[config.mk]
export PLATFORM = sky130hd
export DESIGN_NAME = mafilt_addr_filter
export DESIGN_NICKNAME = d
export VERILOG_FILES = /design/src/rtl/mafilt_pkg.sv /design/src/rtl/mafilt_addr_cmp.sv /design/src/rtl/mafilt_gate.sv /design/src/rtl/mafilt_out_stage.sv /design/src/rtl/mafilt_ready_flag.sv /design/src/rtl/mafilt_addr_filter.sv
export SDC_FILE = /design/constraint.sdc
export NUM_CORES = 1
export LEC_CHECK = 0
export BUFFER_PORTS_ARGS = -buffer_cell sky130_fd_sc_hd__buf_2
export CORE_UTILIZATION = 43
export DETAILED_ROUTE_END_ITERATION = 8
export PLACE_DENSITY_LB_ADDON = 0.12
export SYNTH_ARGS = -nofsm -noshare
export SYNTH_HDL_FRONTEND = slang
export SYNTH_SLANG_ARGS = --single-unit
[constraint.sdc]
create_clock -name clk -period 3.5 [get_ports clk]
set_input_delay 0 -clock clk [delete_from_list [all_inputs] [get_ports clk]]
set_output_delay 0 -clock clk [all_outputs]
set_load 0.02 [all_outputs]
[src/rtl/mafilt_pkg.sv]
package mafilt_pkg;

  typedef enum logic {
    GATE_SHUT = 1'b0,
    GATE_OPEN = 1'b1
  } gate_e;

  typedef struct packed {
    logic  fwd;   // forward the frame to the buffer
    logic  load;  // frame updates the gate state
    gate_e next;  // gate state to load
  } verdict_t;

endpackage

[src/rtl/mafilt_addr_cmp.sv]
module mafilt_addr_cmp #(
  parameter int DATA_W    = 9,
  parameter int NUM_MATCH = 2
) (
  input  logic [DATA_W-1:0]           word,
  input  logic [NUM_MATCH*DATA_W-1:0] match_flat,
  input  logic [NUM_MATCH-1:0]        enable,
  output logic                        any_en,
  output logic                        hit
);

  logic [NUM_MATCH-1:0] eq;

  for (genvar g = 0; g < NUM_MATCH; g++) begin : g_cmp
    assign eq[g] = enable[g] && (word == match_flat[g*DATA_W +: DATA_W]);
  end

  assign hit    = |eq;
  assign any_en = |enable;

endmodule

[src/rtl/mafilt_gate.sv]
module mafilt_gate
  import mafilt_pkg::*;
(
  input  logic clk,
  input  logic rst_n,
  input  logic fire,
  input  logic mark,
  input  logic any_en,
  input  logic hit,
  input  logic smartcard,
  output logic fwd
);

  gate_e    state;
  verdict_t v;
  logic     bypass;

  assign bypass = smartcard || !any_en;

  always_comb begin
    v = '{fwd: 1'b0, load: 1'b0, next: GATE_SHUT};
    if (bypass) begin
      v.fwd = 1'b1;
    end else if (mark) begin
      v.fwd  = hit;
      v.load = 1'b1;
      v.next = hit ? GATE_OPEN : GATE_SHUT;
    end else begin
      v.fwd = (state == GATE_OPEN);
    end
  end

  assign fwd = v.fwd;

  always_ff @(posedge clk or negedge rst_n) begin
    if (!rst_n) begin
      state <= GATE_SHUT;
    end else if (fire && v.load) begin
      state <= v.next;
    end
  end

endmodule

[src/rtl/mafilt_out_stage.sv]
module mafilt_out_stage #(
  parameter int DATA_W = 9
) (
  input  logic              clk,
  input  logic              rst_n,
  input  logic              in_valid,
  input  logic [DATA_W-1:0] in_data,
  input  logic              fwd,
  output logic              in_ready,
  output logic              fire,
  output logic              out_valid,
  output logic [DATA_W-1:0] out_data,
  input  logic              out_ready,
  output logic              wr_fire
);

  assign in_ready = !out_valid || out_ready;
  assign fire     = in_valid && in_ready;
  assign wr_fire  = out_valid && out_ready;

  always_ff @(posedge clk or negedge rst_n) begin
    if (!rst_n) begin
      out_valid <= 1'b0;
      out_data  <= '0;
    end else if (fire) begin
      out_valid <= fwd;
      if (fwd) out_data <= in_data;
    end else if (out_ready) begin
      out_valid <= 1'b0;
    end
  end

endmodule

[src/rtl/mafilt_ready_flag.sv]
module mafilt_ready_flag (
  input  logic clk,
  input  logic rst_n,
  input  logic set,
  input  logic clr,
  output logic flag
);

  always_ff @(posedge clk or negedge rst_n) begin
    if (!rst_n)   flag <= 1'b0;
    else if (set) flag <= 1'b1;
    else if (clr) flag <= 1'b0;
  end

endmodule

[src/rtl/mafilt_addr_filter.sv]
module mafilt_addr_filter #(
  parameter int DATA_W = 9
) (
  input  logic              clk,
  input  logic              rst_n,
  input  logic              in_valid,
  output logic              in_ready,
  input  logic [DATA_W-1:0] in_data,
  input  logic              in_mark,
  output logic              out_valid,
  input  logic              out_ready,
  output logic [DATA_W-1:0] out_data,
  input  logic [DATA_W-1:0] match_a,
  input  logic [DATA_W-1:0] match_b,
  input  logic              match_en_a,
  input  logic              match_en_b,
  input  logic              smartcard_mode,
  input  logic              rd_ack,
  output logic              data_ready
);

  localparam int NUM_MATCH = 2;

  logic [NUM_MATCH*DATA_W-1:0] match_flat;
  logic [NUM_MATCH-1:0]        enable;
  logic any_en, hit, fwd, fire, wr_fire;

  assign match_flat = {match_b, match_a};
  assign enable     = {match_en_b, match_en_a};

  mafilt_addr_cmp #(.DATA_W(DATA_W), .NUM_MATCH(NUM_MATCH)) u_cmp (
    .word(in_data), .match_flat(match_flat), .enable(enable),
    .any_en(any_en), .hit(hit)
  );

  mafilt_gate u_gate (
    .clk(clk), .rst_n(rst_n), .fire(fire), .mark(in_mark),
    .any_en(any_en), .hit(hit), .smartcard(smartcard_mode), .fwd(fwd)
  );

  mafilt_out_stage #(.DATA_W(DATA_W)) u_out (
    .clk(clk), .rst_n(rst_n), .in_valid(in_valid), .in_data(in_data),
    .fwd(fwd), .in_ready(in_ready), .fire(fire), .out_valid(out_valid),
    .out_data(out_data), .out_ready(out_ready), .wr_fire(wr_fire)
  );

  mafilt_ready_flag u_flag (
    .clk(clk), .rst_n(rst_n), .set(wr_fire), .clr(rd_ack), .flag(data_ready)
  );

endmodule

==> metrics.yaml <==
outcome: "finished clean"
grt_pass1_wl_mm: 2.656
core_mm2: 0.001524
rsz0062_at_grt: "no"
io-pin-count: 48
post-cts-setup-buffers: 0
ys_types: 16
synth_area_um2: 713.2
port-buffer-count: 47
finalSetupViolations: 0
grt_pass1_vias: 643
period_minus_slack_ps: 1930
pre_cts_ws_ps: 1564
skew_ps: 2.059
slew_viol_final: 0
cts.sinks: 12
first_iter_violations: 0
yosysWarningCount: 0
start_kind: "register"
vdd_ir_drop_max_mv: 0.2590
tns_ps: 0
ys_ff_latch: 12
cellLeakagePower_uw: 0.0004893
fillCellCount: 139
ys_seq_area_share_pct: 42.11
cts_tree: "done"
htree_levels: 1
cp_max_fo: 10
dp_hpwl_mm: 1.338
grt_antenna_before_repair: 0
nets: 152
worst_pin_slew_ps: 581.8
area_growth_pct: 45.09
synth_fp_nets: 97
root_buffer: "clkbuf_4"
grt_max_degree: 13
max_freq_mhz: 518.1
placed_cell_area_um2: 968.4
grt_usage_pct: 19.82
start_util_pct: 46.80
layout_common_cells: "47 x buf_2, 16 x xnor2_1, 12 x dfrtp_1"
mostFrequentLayoutCell: "buf_2"
vias_per_cell: 4.985
wirelength_mm: 1.667
maxCapViolations: 0
vias: 653
routedWlPerCell_um: 12.73
fp.dieW_um: 42.73
grt_overflow: 0
fp.dieH_um: 42.73
end_kind: "register"
setup_slack_ps: 1570
p_per_area_mw_per_mm2: 438.7
finalHoldViolCount: 0
hp-class: "input pin to register"
clk_pin_slew_ps: 80
drcViolationCount: 0
dr.pass1.iters: 1
routabilityCongestion: 0.7485
die-area_mm2: 0.001825
post-route-period-util_pct: 55.14
final_util_pct: 67.90
antenna_left: 0
design_area_mm2: 0.001035
cts_inserted_buffers: 3
cp.arrival_ps: 2080
slew_headroom_pct: 60.86
crit_type: "register to register"
required_ps: 3650
cts_resized: 0
syn-instance-count: 61
diodes: 0
total_power_uw: 454.0
clk_latency_ps: 260
drive_gt1_share_pct: 55.65
rows: 14
cts_buffer_depth: 2
avgSynthCellArea_um2: 11.69
-- cell type report --
class | count | area (µm²) | share of cell area [%]
Multi-Input combinational cell | 48 | 409.1 | 39.54
Tap cell | 16 | 20.02 | 1.935
Inverter | 1 | 3.754 | 0.3628
Clock buffer | 4 | 36.28 | 3.507
Timing Repair Buffer | 50 | 265.3 | 25.63
Sequential cell | 12 | 300.3 | 29.02
-- power breakdown --
group          switching (µW)  internal [µW]  total, µW
combinational            84.3           77.2        162
sequential               15.3            167        183
clock                    46.8           63.0        110
total                     146            308        454
-- metrics by stage --
stage	hold slack (ps)	cells
finish	18.06	131
global route	19.83	131
CTS	14.66	131
detailed placement	-98.74	124
global placement	-107.5	124
floorplan	-295.6	61
-- cell families (layout without fill, tap and decap cells) --
kind of cell	Yosys count	count (layout)	share of synthesized area, %
compound gates	6	6	7.544
mux	9	9	14.21
simple gates	15	15	13.51
xor+xnor	18	18	22.11
buf+inv	1	55	0.5258
flops	12	12	42.11
-- critical path, stage by stage, from the launching register on --
cell	delay, ps
dfrtp_1	400
nand2b_4	80
and3_4	200
and3_4	190
a221oi_4	540
mux2_2	400
-- worst paths after layout --
kind / slack, ps / depth (start not counted) / end / start
hold reg to reg: 500 / 1 / u_out.out_data[4]$_DFFE_PN0P_ / u_out.out_data[4]$_DFFE_PN0P_
min in group asynchronous: 140 / 2 / u_out.out_data[3]$_DFFE_PN0P_ / rst_n
setup / recovery: 1570 / 5 / u_out.out_data[2]$_DFFE_PN0P_ / u_out.out_valid$_DFFE_PN0P_
max in group asynchronous: 3130 / 2 / u_out.out_data[2]$_DFFE_PN0P_ / rst_n
setup reg to reg: 1570 / 5 / u_out.out_data[2]$_DFFE_PN0P_ / u_out.out_valid$_DFFE_PN0P_
hold / removal: 20 / 2 / u_out.out_data[6]$_DFFE_PN0P_ / in_data[6]
-- timing repair --
action,in CTS,in global routing
endpoints found under the hold margin,13,0
hold buffers,3,0
endpoints found under the setup margin,0,0
-- per-layer routing --
metal	wire length [µm]	up-vias	global-route usage [%]	share of wire [%]
li1	-	323	-	-
met1	704	303	22.74	42
met2	863	23	36.06	52
met3	63	4	2.553	3.8
met4	36	0	8.750	2.2
met5	0	-	0	0
-- state kept, by name (all words and copies together), names as in the netlist --
| register | count |
|---|---|
| u_out.out_valid | 1 |
| u_out.out_data | 9 |
| u_flag.flag | 1 |
| u_gate.state | 1 |
-- synthesized netlist by cell type, drive strengths merged --
master / instances / area [µm²]
o21ai: 1 / 5.000
nand4: 4 / 25.02
nor4: 1 / 6.260
nor2: 3 / 11.26
nand2b: 2 / 20.02
mux2: 9 / 101.4
inv: 1 / 3.750
xnor2: 16 / 140.1
xor2: 2 / 17.52
nand2: 3 / 11.26
dfrtp: 12 / 300.3
and3: 2 / 22.52
a21oi: 2 / 10.01
a221oi: 1 / 26.28
a31oi: 2 / 12.51
Power figures use the tool's default switching activity.
